==> src/rtl/gtb_pkg.sv <==
package gtb_pkg;
   // Byte offsets of the register window
   localparam logic [7:0] OFF_CNT_LO = 8'h00;
   localparam logic [7:0] OFF_CNT_HI = 8'h04;
   localparam logic [7:0] OFF_CTRL   = 8'h08;
   localparam logic [7:0] OFF_STAT   = 8'h0C;
   localparam logic [7:0] OFF_CMP_LO = 8'h10;
   localparam logic [7:0] OFF_CMP_HI = 8'h14;
   localparam logic [7:0] OFF_STEP   = 8'h18;

   // Control word bit positions
   localparam int CB_RUN    = 0;
   localparam int CB_CMP_EN = 1;
   localparam int CB_IRQ_EN = 2;
   localparam int CB_AUTO   = 3;
   localparam int CB_PSC_LO = 8;
   localparam int SB_FLAG   = 0;

   typedef struct packed {
      logic auto_adv;
      logic irq_en;
      logic cmp_en;
      logic run;
   } ctrl_bits_t;
endpackage

==> src/rtl/gtb_prescaler.sv <==
module gtb_prescaler #(
   parameter int PSC_W = 8
) (
   input  logic                        clk,
   input  logic                        rst_n,
   input  logic                        run,
   input  logic [(PSC_W>0?PSC_W:1)-1:0] psc,
   output logic                        tick
);
   localparam int PW = (PSC_W > 0) ? PSC_W : 1;

   generate
      if (PSC_W == 0) begin : g_direct
         // no divider: one step per enabled cycle
         assign tick = run;
         logic unused_psc;
         assign unused_psc = ^psc;
      end else begin : g_divider
         logic [PW-1:0] div_q;

         assign tick = run && (div_q == psc);

         always_ff @(posedge clk or negedge rst_n) begin
            if (!rst_n)
               div_q <= '0;
            else if (!run || tick)
               div_q <= '0;
            else
               div_q <= div_q + 1'b1;
         end

         // two ticks in a row are only possible with a zero prescale
         p_tick_spacing_r2 : assert property (@(posedge clk) disable iff (!rst_n)
            (tick && $past(tick)) |-> (psc == '0));
      end
   endgenerate
endmodule

==> src/rtl/gtb_counter.sv <==
module gtb_counter #(
   parameter int WORD_W = 32
) (
   input  logic                  clk,
   input  logic                  rst_n,
   input  logic                  tick,
   input  logic                  wr_lo,
   input  logic                  wr_hi,
   input  logic [WORD_W-1:0]     wdata,
   output logic [2*WORD_W-1:0]   count
);
   localparam int CNT_W = 2 * WORD_W;

   logic [CNT_W-1:0] cnt_inc;
   logic [CNT_W-1:0] cnt_nxt;

   always_comb begin
      cnt_inc = tick ? (count + CNT_W'(1)) : count;
      cnt_nxt = cnt_inc;
      if (wr_lo) cnt_nxt[WORD_W-1:0]     = wdata;
      if (wr_hi) cnt_nxt[CNT_W-1:WORD_W] = wdata;
   end

   always_ff @(posedge clk or negedge rst_n) begin
      if (!rst_n)
         count <= '0;
      else
         count <= cnt_nxt;
   end

   p_step_r2 : assert property (@(posedge clk) disable iff (!rst_n)
      ($past(tick) && !$past(wr_lo) && !$past(wr_hi)) |-> (count == $past(count) + CNT_W'(1)));

   p_hold_r3 : assert property (@(posedge clk) disable iff (!rst_n)
      (!$past(tick) && !$past(wr_lo) && !$past(wr_hi)) |-> (count == $past(count)));

   p_carry_r4 : assert property (@(posedge clk) disable iff (!rst_n)
      ($past(tick) && !$past(wr_lo) && !$past(wr_hi) && ($past(count[WORD_W-1:0]) == {WORD_W{1'b1}}))
      |-> ((count[WORD_W-1:0] == '0) && (count[CNT_W-1:WORD_W] == $past(count[CNT_W-1:WORD_W]) + 1'b1)));

   p_write_r5 : assert property (@(posedge clk) disable iff (!rst_n)
      $past(wr_hi) |-> (count[CNT_W-1:WORD_W] == $past(wdata)));
endmodule

==> src/rtl/gtb_comparator.sv <==
module gtb_comparator #(
   parameter int WORD_W = 32
) (
   input  logic                  clk,
   input  logic                  rst_n,
   input  logic [2*WORD_W-1:0]   count,
   input  logic                  cmp_en,
   input  logic                  auto_adv,
   input  logic                  wr_lo,
   input  logic                  wr_hi,
   input  logic                  wr_step,
   input  logic [WORD_W-1:0]     wdata,
   output logic                  hit,
   output logic [2*WORD_W-1:0]   cmp,
   output logic [WORD_W-1:0]     step
);
   localparam int CNT_W = 2 * WORD_W;

   logic [CNT_W-1:0] cmp_nxt;

   assign hit = cmp_en && (count >= cmp);

   always_comb begin
      cmp_nxt = (hit && auto_adv) ? (cmp + CNT_W'(step)) : cmp;
      if (wr_lo) cmp_nxt[WORD_W-1:0]     = wdata;
      if (wr_hi) cmp_nxt[CNT_W-1:WORD_W] = wdata;
   end

   always_ff @(posedge clk or negedge rst_n) begin
      if (!rst_n) begin
         cmp  <= '0;
         step <= '0;
      end else begin
         cmp <= cmp_nxt;
         if (wr_step) step <= wdata;
      end
   end

   p_advance_r8 : assert property (@(posedge clk) disable iff (!rst_n)
      $past(hit && auto_adv && !wr_lo && !wr_hi) |-> (cmp == $past(cmp) + CNT_W'($past(step))));

   p_still_r8 : assert property (@(posedge clk) disable iff (!rst_n)
      $past(!hit && !wr_lo && !wr_hi) |-> (cmp == $past(cmp)));
endmodule

==> src/rtl/gtb_timebase.sv <==
module gtb_timebase #(
   parameter int WORD_W = 32,
   parameter int PSC_W  = 8,
   parameter int ADDR_W = 5
) (
   input  logic              clk,
   input  logic              rst_n,
   input  logic              bus_we,
   input  logic [ADDR_W-1:0] bus_addr,
   input  logic [WORD_W-1:0] bus_wdata,
   output logic [WORD_W-1:0] bus_rdata,
   output logic              irq
);
   import gtb_pkg::*;

   localparam int CNT_W = 2 * WORD_W;
   localparam int PW    = (PSC_W > 0) ? PSC_W : 1;

   generate
      if (CB_PSC_LO + PSC_W > WORD_W) begin : g_bad_psc
         $error("prescale field does not fit in the control word");
      end
      if (ADDR_W < 5) begin : g_bad_addr
         $error("address too narrow for the register window");
      end
   endgenerate

   // Address decode
   logic sel_cnt_lo, sel_cnt_hi, sel_ctrl, sel_stat, sel_cmp_lo, sel_cmp_hi, sel_step;
   assign sel_cnt_lo = (bus_addr == ADDR_W'(OFF_CNT_LO));
   assign sel_cnt_hi = (bus_addr == ADDR_W'(OFF_CNT_HI));
   assign sel_ctrl   = (bus_addr == ADDR_W'(OFF_CTRL));
   assign sel_stat   = (bus_addr == ADDR_W'(OFF_STAT));
   assign sel_cmp_lo = (bus_addr == ADDR_W'(OFF_CMP_LO));
   assign sel_cmp_hi = (bus_addr == ADDR_W'(OFF_CMP_HI));
   assign sel_step   = (bus_addr == ADDR_W'(OFF_STEP));

   // Control register
   ctrl_bits_t    ctl;
   logic [PW-1:0] psc_q;

   always_ff @(posedge clk or negedge rst_n) begin
      if (!rst_n) begin
         ctl   <= '0;
         psc_q <= '0;
      end else if (bus_we && sel_ctrl) begin
         ctl.run      <= bus_wdata[CB_RUN];
         ctl.cmp_en   <= bus_wdata[CB_CMP_EN];
         ctl.irq_en   <= bus_wdata[CB_IRQ_EN];
         ctl.auto_adv <= bus_wdata[CB_AUTO];
         if (PSC_W > 0) psc_q <= bus_wdata[CB_PSC_LO +: PW];
      end
   end

   logic tick;
   gtb_prescaler #(.PSC_W(PSC_W)) i_psc (
      .clk  (clk),
      .rst_n(rst_n),
      .run  (ctl.run),
      .psc  (psc_q),
      .tick (tick)
   );

   logic [CNT_W-1:0] count;
   gtb_counter #(.WORD_W(WORD_W)) i_cnt (
      .clk  (clk),
      .rst_n(rst_n),
      .tick (tick),
      .wr_lo(bus_we && sel_cnt_lo),
      .wr_hi(bus_we && sel_cnt_hi),
      .wdata(bus_wdata),
      .count(count)
   );

   logic              hit;
   logic [CNT_W-1:0]  cmp;
   logic [WORD_W-1:0] step;
   gtb_comparator #(.WORD_W(WORD_W)) i_cmp (
      .clk     (clk),
      .rst_n   (rst_n),
      .count   (count),
      .cmp_en  (ctl.cmp_en),
      .auto_adv(ctl.auto_adv),
      .wr_lo   (bus_we && sel_cmp_lo),
      .wr_hi   (bus_we && sel_cmp_hi),
      .wr_step (bus_we && sel_step),
      .wdata   (bus_wdata),
      .hit     (hit),
      .cmp     (cmp),
      .step    (step)
   );

   // Event flag: a hit wins over a write-one clear
   logic flag;
   logic clr_req;
   assign clr_req = bus_we && sel_stat && bus_wdata[SB_FLAG];

   always_ff @(posedge clk or negedge rst_n) begin
      if (!rst_n)
         flag <= 1'b0;
      else if (hit)
         flag <= 1'b1;
      else if (clr_req)
         flag <= 1'b0;
   end

   assign irq = flag && ctl.irq_en;

   // Read mux
   logic [WORD_W-1:0] ctrl_rd;
   always_comb begin
      ctrl_rd = '0;
      ctrl_rd[CB_RUN]    = ctl.run;
      ctrl_rd[CB_CMP_EN] = ctl.cmp_en;
      ctrl_rd[CB_IRQ_EN] = ctl.irq_en;
      ctrl_rd[CB_AUTO]   = ctl.auto_adv;
      if (PSC_W > 0) ctrl_rd[CB_PSC_LO +: PW] = psc_q;
   end

   always_comb begin
      bus_rdata = '0;
      if (sel_cnt_lo) bus_rdata = count[WORD_W-1:0];
      if (sel_cnt_hi) bus_rdata = count[CNT_W-1:WORD_W];
      if (sel_ctrl)   bus_rdata = ctrl_rd;
      if (sel_stat)   bus_rdata[SB_FLAG] = flag;
      if (sel_cmp_lo) bus_rdata = cmp[WORD_W-1:0];
      if (sel_cmp_hi) bus_rdata = cmp[CNT_W-1:WORD_W];
      if (sel_step)   bus_rdata = step;
   end

   p_flag_set_r6 : assert property (@(posedge clk) disable iff (!rst_n)
      $past(hit) |-> flag);

   p_clear_r7 : assert property (@(posedge clk) disable iff (!rst_n)
      $past(!hit && clr_req) |-> !flag);

   p_irq_rise_r9 : assert property (@(posedge clk) disable iff (!rst_n)
      ($rose(flag) && ctl.irq_en) |-> irq);

   p_irq_needs_flag_r9 : assert property (@(posedge clk) disable iff (!rst_n)
      irq |-> flag);

   p_quiet_r10 : assert property (@(posedge clk) disable iff (!rst_n)
      ($past(!ctl.cmp_en) && $past(!flag)) |-> !flag);
endmodule

==> config.mk <==
export PLATFORM = sky130hd
export DESIGN_NAME = gtb_timebase
export DESIGN_NICKNAME = d
export VERILOG_FILES = /design/src/rtl/gtb_pkg.sv /design/src/rtl/gtb_prescaler.sv /design/src/rtl/gtb_counter.sv /design/src/rtl/gtb_comparator.sv /design/src/rtl/gtb_timebase.sv
export SDC_FILE = /design/constraint.sdc
export NUM_CORES = 1
export LEC_CHECK = 0
export BUFFER_PORTS_ARGS = -buffer_cell sky130_fd_sc_hd__buf_2
export CORE_MARGIN = 2
export CORE_UTILIZATION = 57
export CTS_CLUSTER_SIZE = 14
export DETAILED_ROUTE_END_ITERATION = 7
export PLACE_DENSITY = 0.84
export SLEW_MARGIN = 20
export SYNTH_ARGS = -nofsm -noshare
export SYNTH_HDL_FRONTEND = slang
export SYNTH_HIERARCHICAL = 1
export SYNTH_SLANG_ARGS = --single-unit
==> constraint.sdc <==
create_clock -name clk -period 3.3 [get_ports clk]
set_input_delay 0.33 -clock clk [delete_from_list [all_inputs] [get_ports clk]]
set_output_delay 0.33 -clock clk [all_outputs]
set_load 0.01 [all_outputs]
Word-level counts from Yosys, hierarchy flattened --
Index checks and enable logic that the tools add are counted.
Storage, ports and cells: bits in read-only memories 0, register bits 181, word-level logic and storage cells 59, bits in latches 0, RAM bits 0, memories kept 0
Operators by class: divide/modulo/power cells 0, equality and inequality tests 7, add/sub/neg operators 3, reductions and logical operators 20, mux-type cells 16, $mul 0, shifts and indexed selects 0, $lt $le $gt $ge 1, bitwise gates (word level) 0
Operator list (count):
- $mux 32 | 10
- $mux 64 | 2
- $add 64x1->64 const B | 1
- $add 64x32->64 | 1
- $ge 64x64->1 | 1
- $eq 5x5->1 const B | 3
- $logic_and 1x1->1 | 12
- $eq 5x4->1 const B | 2
- $reduce_bool 2->1 | 5
- $add 8x1->8 const B | 1
- $eq 8x8->1 | 1
- $mux 8 | 1
- $eq 5x3->1 const B | 1
- $logic_not 5->1 | 1
- $mux 1 | 3
- $logic_not 1->1 | 1
- $logic_or 1x1->1 | 1

Logic depth before layout (Yosys ltp) --
Gate-level depths: netlist (run 1).
word-level depth 8, mapped depth 13, mapped depth without buffers 12

By module --
Netlist (run 1), hierarchy kept.
By module, submodules not included:
- gtb_comparator | seq. area each 2402.3 sq um, area each 7950.1 sq um, times used 1, cells each 913
- gtb_counter | seq. area each 1601.5 sq um, area each 3986.3 sq um, times used 1, cells each 452
- gtb_timebase | seq. area each 325.3 sq um, area each 1950.6 sq um, times used 1, cells each 250
- gtb_prescaler | seq. area each 200.2 sq um, area each 500.5 sq um, times used 1, cells each 46

Least setup slack after synthesis (run 1) --
No wires, ideal clock.
path type reg2reg, start reg psc_q[7], end reg i_cnt.count[63], path buffers 1, stages on the path, launching flop included 10, period minus slack after synthesis 3.208 ns, arrival time 3.126 ns, setup time 0.082 ns, path slack 0.092 ns, data required time 3.218 ns, path through dfrtp_1 > xor2_2 > nor4_2 > and3_1 > and4_1 > buf_2 > nand4_4 > or4_4 > or4_1 > a31oi_1
Between the ends: longest elaborated chain between the ends 3
RTL lines:
- from (decl) | line gtb_timebase.sv:40 | logic [PW-1:0] psc_q;
- from (signal assigned) | line gtb_timebase.sv:51 | if (PSC_W > 0) psc_q <= bus_wdata[CB_PSC_LO +: PW];
- $eq 8x8->1 | line gtb_prescaler.sv:21 | assign tick = run && (div_q == psc);
- $logic_and 1x1->1 | line gtb_prescaler.sv:21
- net tick | line gtb_timebase.sv:55 | logic tick;
- $reduce_bool 2->1 (no line)
- to (signal assigned) | line gtb_counter.sv:28 | count <= cnt_nxt;
- to (decl) | line gtb_counter.sv:10 | output logic [2*WORD_W-1:0] count
The timed path passes the listed nets, and every way through them passes these cells. A chain may end at the register's enable or synchronous reset.

Worst setup path after layout (run 1) --
start reg i_cmp.step[21], end reg i_cmp.cmp[63]
Between the ends: longest elaborated chain between the ends 3
RTL lines:
- from (decl) | line gtb_comparator.sv:15 | output logic [WORD_W-1:0] step
- from (signal assigned) | line gtb_comparator.sv:35 | if (wr_step) step <= wdata;
- $add 64x32->64 | line gtb_comparator.sv:24 | cmp_nxt = (hit && auto_adv) ? (cmp + CNT_W'(step)) : cmp;
- $mux 64 | line gtb_comparator.sv:24
- $mux 32 | line gtb_comparator.sv:26 | if (wr_hi) cmp_nxt[CNT_W-1:WORD_W] = wdata;
- to (signal assigned) | line gtb_comparator.sv:34 | cmp <= cmp_nxt;
- to (decl) | line gtb_comparator.sv:14 | output logic [2*WORD_W-1:0] cmp,
Every way passes these cells. The select of a mux whose other input is x is not followed.

==> results of run 1 <==
synth_stat cells, types with 7 or more instances:
cell type	number	area (µm²)
o21ai_0	108	541
nor4_1	26	163
a32oi_1	20	175
xor2_1	37	324
nand2b_1	9	56.3
nor3_1	26	130
o21a_1	10	75.1
or3_1	18	113
clkbuf_1	55	206
a221o_1	8	80.1
mux2i_1	39	390
inv_1	90	338
ha_1	98	1230
nand2_1	172	646
or4_1	13	97.6
dfrtp_1	181	4530
nand4_1	35	219
and3_1	23	144
nor2b_1	11	68.8
o221ai_1	12	105
a211oi_1	14	105
o211ai_1	7	52.6
and2_1	11	68.8
a31oi_1	23	144
a221oi_1	10	87.6
mux2_2	82	923
buf_4	9	67.6
a21oi_1	119	596
nor2_1	104	390
and4_1	21	184
buf_2	21	105
a21o_1	14	105
xnor2_1	63	552
nand3_1	53	265
through the flow:
stage               cell area, µm²  setup TNS (ns)  setup slack (ns)  total power, µW  instances
finish                       17100               0            0.0102            12500       2171
global route                 17100          -0.148           -0.0276            13100       2171
CTS                          16600               0            0.0108            11800       2152
detailed placement           16000         -0.0422           -0.0412             9500       2119
global placement             16000               0            0.0520             9330       2119
floorplan                    14400               0            0.0923             7210       1661
worst reg2reg max path, stage by stage (launching register included):
cell	delay, ns
dfrtp_1	0.45
ha_4	0.30
buf_6	0.12
a21oi_4	0.06
o211ai_1	0.24
a211oi_2	0.15
buf_4	0.17
a221o_1	0.39
or4_4	0.48
nor4_4	0.28
buf_4	0.18
buf_6	0.11
a311o_1	0.16
o211ai_1	0.09
layout make-up:
| cell class | count | area share |
|---|---|---|
| Sequential cell | 181 | 0.266 |
| Clock inverter | 15 | 0.0121 |
| Clock buffer | 17 | 0.0249 |
| Inverter | 90 | 0.0198 |
| Multi-Input combinational cell | 1300 | 0.551 |
| Timing Repair Buffer | 238 | 0.102 |
| Tap cell | 330 | 0.0242 |
timing repair:
action / CTS / global route
resized for setup: 3 / 52
cloned: 0 / 2
hold endpoints to repair: 26 / 0
buffers inserted: 0 / 17
pin swaps: 0 / 15
endpoints found under the setup margin: 3 / 34
hold buffers: 1 / 0
power by group through the flow:
stage               logic [µW]  registers [µW]  clock network (µW)
floorplan                 3840            3360                   0
global placement          5910            3430                   0
detailed placement        6040            3460                   0
CTS                       6090            3430                2260
global route              7200            3580                2340
finish                    6700            3520                2240
routing by layer:
layer,vias to the layer above,GRT usage,share of wire
li1,6449,-,-
met1,7110,0.561,0.39
met2,1032,0.601,0.43
met3,196,0.0810,0.13
met4,2,0.138,0.046
met5,-,0,0.00026
how the worst max path moves through the flow:
stage	start	end	slack (ns)	cells past startpoint
floorplan	psc_q[7]$_DFFE_PN0P_	i_cnt/count[63]$_DFFE_PN0P_	0.09	9
global placement	i_cmp/cmp[54]$_DFFE_PN0P_	i_cmp/cmp[57]$_DFFE_PN0P_	0.05	12
detailed placement	i_cmp/cmp[54]$_DFFE_PN0P_	i_cmp/cmp[57]$_DFFE_PN0P_	-0.04	12
CTS	i_cmp/cmp[14]$_DFFE_PN0P_	i_cmp/cmp[63]$_DFFE_PN0P_	0.01	11
global route	i_cmp/step[21]$_DFFE_PN0P_	i_cmp/cmp[59]$_DFFE_PN0P_	-0.03	13
finish	i_cmp/step[21]$_DFFE_PN0P_	i_cmp/cmp[63]$_DFFE_PN0P_	0.01	13
state kept, by name (all words and copies together) (netlist names):
name / cells
i_cmp/cmp: 64
ctl: 4
i_psc/g_divider.div_q: 8
psc_q: 8
i_cmp/step: 32
flag: 1
i_cnt/count: 64
placed cells by master, fill, tap and decap left out, types with 25 or more instances in the layout:
cell,synthesis,final
mux2i_1,39,39
nand4_1,35,35
inv_1,90,90
ha_1,98,83
o21ai_0,108,106
xnor2_1,63,63
mux2_2,82,82
buf_2,21,71
nand3_1,53,53
a21oi_1,119,117
nor3_1,26,25
nand2_1,172,171
nor2_1,104,102
dfrtp_1,181,178
xor2_1,37,37
buf_4,9,152
logic make-up after synthesis:
group	count (synthesis)	share of synthesized area
AO/OA/AOI/OAI	407	0.179
XOR/XNOR	102	0.0631
adder cells (fa/ha/maj)	99	0.0866
buffers and inverters	180	0.0523
flip-flops	181	0.315
multiplexers	122	0.0921
AND/OR/NAND/NOR	570	0.212
==> summary.md, run 1 <==
| Metric | Value |
|---|---|
| Total wire length | `~54000 µm` |
| Final period util | `0.997` |
| Layout area overhead | `18.6%` |
| Psw | `5500 µW` |
| Max Cap Viol | `0` |
| Initial DRC count | `roughly 2100` |
| DR DRC count | `0` |
| Antenna cells | `0` |
| Die X | `roughly 160 µm` |
| Final setup viols | `0` |
| Largest net degree at the start of global routing | `a little under 90` |
| Port bufs | `between 70 and 80` |
| Number of synthesized flops with an enable pin | `0` |
| Clock Latency Late Sink | `0.45 ns` |
| FF-to-FF path depth | `13` |
| Worst hold path class | `in -> reg` |
| GPL Wtd Cong | `1.02` |
| Starting Density | `0.576` |
| Setup slack, reg-to-reg | `slightly above 0.01 ns` |
| WHS Endpoint | `i_cmp/cmp[26]$_DFFE_PN0P_` |
| Total GRT Usage | `0.396` |
| Logic pwr share | `0.538` |
| Worst Hold Margin | `between 0.2 and 0.25 ns` |
| Cells after Synth | `about 1700` |
| Register area | `roughly 4500 µm²` |
| CP delay by family, top | `compound AO/OA/AOI/OAI gates` |
| Reg2reg start | `i_cmp/step[21]$_DFFE_PN0P_` |
| Clk slew on worst S/H paths | `0.08 ns` |
| Die Area | `26500 µm²` |
| Post-Syn Area | `~14000 µm²` |
| Multi-input logic area | `between 9000 and 10000 µm²` |
| Post-DP HPWL | `slightly above 40000 µm` |
| Internal power | `~7000 µW` |
| RR Endpoint | `i_cmp/cmp[63]$_DFFE_PN0P_` |
| CTS tree | `built` |
| Std cell rows | `58` |
| Critical path's largest stage delay | `between 0.4 and 0.5 ns` |
| # IOs | `73` |
| Drt pass-1 iters | `6` |
| F_max | `304 MHz` |
| Util after Layout | `0.684` |
| Syn_nets | `1800` |
| Sequential Power Share | `0.282` |
| Clk pwr share | `0.180` |
| WS Path Type | `reg -> reg` |
| CP Buf/Inv Count | `4` |
| Routed WL per cell | `between 20 and 25 µm` |
| Die Ht | `around 160 µm` |
| Hold Startpoint | `bus_wdata[26]` |
| Outcome | `complete, no violations` |
| Worst EP arrival | `between 3 and 4 ns` |
| Hold Crit Depth | `3` |
| Via density per instance | `slightly below 7` |
| CTS H-Tree Depth | `4` |
| Vias in the first global route | `13337` |
| Grt total ovfl | `0` |
| Post-route ant nets | `0` |
| Lkg Pwr | `0.00745 µW` |
| Pins Over Slew Limit | `0` |
| Post-layout nets | `roughly 2000` |
| Layout fillers | `1990` |
| Peak VDD IR | `between 400 and 500 µV` |
| RSZ-0062 raised after global routing | `true` |
| Synth warn | `6` |
| Final min period | `around 3.3 ns` |
| Clock buffer depth | `2` |
| Worst Clk Skew | `roughly 0.016 ns` |
| Final hold viol count | `0` |
| Crit path cell chain | `ha_4 -> buf_6 -> a21oi_4 -> o211ai_1 -> a211oi_2 -> buf_4 -> a221o_1 -> or4_4 -> nor4_4 -> buf_4 -> buf_6 -> a311o_1 -> o211ai_1` |
| Initial antenna violation count | `1` |
| Max-slew headroom | `0.307` |
| First-pass GRT wire length | `around 79000 µm` |
| Worst-Margin Slew | `roughly 1.0 ns` |
| Net Sw Frac | `0.441` |
| Share of cells above drive strength 1 | `0.232` |
| Crit-path slowest cell | `or4_4` |
| CTS root buffer | `clkbuf_16` |
| Sequential-to-total area share from yosys stat | `0.315` |
| Pwr/cell area | `between 700 and 800 nW/µm²` |
| Distinct cells, synth | `86` |
| Ys flop type | `dfrtp_1` |
| Worst Setup End Kind | `flip-flop` |
| Async S/R FF share, synth | `1.00` |
| CP Max Fanout | `6` |
| Core area | `approximately 25000 µm²` |
| Yosys reg bits | `around 180` |
| CTS Buf Count | `17` |
| Worst EP required | `3.62 ns` |
| Worst setup SP type | `flip-flop` |
| Mapped Avg Cell Area | `between 8 and 9 µm²` |
| CTS sink count | `~180` |
| Vias | `about 15000` |
No activity file was read; power rests on OpenSTA's default activity.
==> inputs of run 2 (changes only) <==
Settings changed: CORE_ASPECT_RATIO set to 0.7, PLACE_DENSITY 0.84 to 0.81.
==> summary.md, run 2 (synthesis gave the netlist of run 1 again) <==
| Metric | Value |
|---|---|
| CP startpoint | `i_cmp/cmp[14]$_DFFE_PN0P_` |
| Sequential Power Share | `0.297` |
| Pins Over Slew Limit | `0` |
| Max-slew headroom | `0.421` |
| Reg2reg start | `i_cmp/cmp[14]$_DFFE_PN0P_` |
| Worst EP required | `between 3 and 4 ns` |
| CTS sink count | `181` |
| Vias | `14541` |
| Std cell rows | `48` |
| WS Path Type | `reg -> reg` |
| GPL Wtd Cong | `about 1.1` |
| Die Ht | `between 100 and 150 µm` |
| CP Buf/Inv Count | `1` |
| RSZ-0062 raised after global routing | `true` |
| Logic pwr share | `0.533` |
| Die Area | `approximately 27000 µm²` |
| Layout area overhead | `17.0%` |
| Critical Path End | `i_cmp/cmp[55]$_DFFE_PN0P_` |
| Outcome | `finished with violations` |
| Initial DRC count | `around 1900` |
| Peak VDD IR | `around 470 µV` |
| First-pass GRT wire length | `~80000 µm` |
| Final hold viol count | `0` |
| Initial antenna violation count | `1` |
| Clock buffer depth | `2` |
| Worst setup SP type | `flip-flop` |
| RR Endpoint | `i_cmp/cmp[55]$_DFFE_PN0P_` |
| Worst Hold Margin | `about 0.24 ns` |
| Dpl cell area | `16000 µm²` |
| Psw | `between 5000 and 6000 µW` |
| CTS Buf Count | `17` |
| Post-layout nets | `around 2000` |
| Post-route ant nets | `0` |
| Internal power | `roughly 6800 µW` |
| Worst hold path class | `in -> reg` |
| Worst-Margin Slew | `about 0.87 ns` |
| Final cell count without fillers | `between 2000 and 2500` |
| Clk pwr share | `0.170` |
| CTS root buffer | `clkbuf_16` |
| Setup slack, reg-to-reg | `roughly 0.12 ns` |
| Grt total ovfl | `0` |
| Routed WL per cell | `roughly 25 µm` |
| Die X | `a little under 200 µm` |
| DR DRC count | `3` |
| Vias in the first global route | `about 13000` |
| Largest net degree at the start of global routing | `between 80 and 90` |
| Core area | `approximately 25000 µm²` |
| CTS tree | `built` |
| Crit-path slowest cell | `or4_4` |
| Total wire length | `about 54000 µm` |
| Worst Clk Skew | `around 0.018 ns` |
| Pwr/cell area | `about 720 nW/µm²` |
| Worst EP arrival | `around 3.5 ns` |
| Clock Latency Late Sink | `0.45 ns` |
| Max Cap Viol | `0` |
| Net Sw Frac | `0.445` |
| Starting Density | `0.581` |
| Final period util | `0.962` |
| Final setup viols | `0` |
| Util after Layout | `0.681` |
| Largest regs | `i_cmp/cmp: 64 flops, i_cnt/count: 64 flops, i_cmp/step: 32 flops` |
| Critical path's largest stage delay | `around 0.57 ns` |
| Post-DP HPWL | `roughly 42000 µm` |
| Final min period | `between 3 and 4 ns` |
| Total GRT Usage | `0.403` |
| CP delay by family, top | `simple AND/OR/NAND/NOR gates` |
| Lkg Pwr | `0.00737 µW` |
| Worst Setup End Kind | `flip-flop` |
| CTS H-Tree Depth | `4` |
| Crit path cell chain | `ha_4 -> and4_4 -> and2b_1 -> nand2_1 -> o31a_1 -> a221o_1 -> or4_4 -> nor4_4 -> buf_6 -> a21o_2 -> a31oi_1` |
| Cells after DPL | `2123` |
| Most frequent cells in the layout | `dfrtp_1 (178), nand2_1 (171), buf_4 (151)` |
| Cell area after layout | `about 17000 µm²` |
| # IOs | `between 70 and 80` |
| CP Max Fanout | `9` |
| Via density per instance | `between 6 and 7` |
| F_max | `315 MHz` |
| Antenna cells | `0` |
| FF-to-FF path depth | `11` |
| Clk slew on worst S/H paths | `approximately 0.07 ns` |
| Failing checks | `design-rule violations` |
| Commonest non-fill, non-tap cell in the layout | `dfrtp_1` |
| Share of cells above drive strength 1 | `0.224` |
| Port bufs | `72` |
| Drt pass-1 iters | `8` |
| WP depth | `11` |
[run 2: cell count changes in the layout (fill, tap and decap cells not counted), moves of 3 or more]
| cell | change |
|---|---|
| clkinv_8 | -3 |
| ha_1 | +6 |
| inv_8 | -4 |
| buf_12 | -5 |
| clkinvlp_4 | +3 |
| ha_4 | -7 |
| clkbuf_1 | +3 |
[run 2: area by class of cell]
type,count,area (µm²)
multi-input combinational,1300,9360
fill,2012,7900
sequential,181,4530
timing repair buffer,232,1640
clock buffer,20,437
tap,325,407
inverter,90,338
clock inverter,11,128
[run 2: metal layers]
layer  track usage  vias to the layer above  wire length, µm
met1         0.578                     7037            22600
met2         0.565                      962            21800
li1              -                     6425                -
met5             0                        -                0
met4        0.0964                        0             1430
met3         0.160                      117             8510
[run 2: how the worst min path moves through the flow]
stage,from,end,cells after the start
after floorplan,rst_n,ctl[0]$_DFFE_PN0P_,0
after global placement,rst_n,i_psc/g_divider.div_q[3]$_DFF_PN0_,1
after detailed placement,rst_n,i_psc/g_divider.div_q[3]$_DFF_PN0_,1
after CTS,bus_wdata[27],i_cnt/count[27]$_DFFE_PN0P_,3
after global routing,bus_wdata[7],i_cmp/cmp[7]$_DFFE_PN0P_,3
final,bus_wdata[25],i_cmp/cmp[25]$_DFFE_PN0P_,3
[run 2: metrics by stage]
stage / TNS, ns / total power (µW) / setup slack, ns
6_report: 0 / 12200 / 0.125
4_1_cts: 0 / 11700 / 0.0239
5_1_grt: -0.0335 / 12900 / -0.00899
2_1_floorplan: 0 / 7210 / 0.0923
3_5_place_dp: -0.0135 / 9580 / -0.0133
3_3_place_gp: 0 / 9420 / 0.0420
[run 2: repair_timing]
item                                   CTS  global route
setup endpoints to repair                2            61
endpoints found under the hold margin   73             0
gates cloned                             0             1
resized for setup                        2            48
setup buffers                            0             3
hold buffers                             1             0
pin swaps                                0             5
[run 2: worst reg2reg max path, stage by stage, from the launching register on]
cell,delay [ns]
dfrtp_1,0.48
ha_4,0.34
and4_4,0.24
and2b_1,0.15
nand2_1,0.07
o31a_1,0.24
a221o_1,0.36
or4_4,0.57
nor4_4,0.17
buf_6,0.19
a21o_2,0.13
a31oi_1,0.08
[run 2: power by group through the flow]
stage                     Combinational (µW)  Sequential (µW)  Clock (µW)
after floorplan                         3840             3360           0
after global placement                  5900             3520           0
after detailed placement                6020             3550           0
after CTS                               6070             3520        2090
after global routing                    7040             3650        2170
final                                   6490             3630        2070
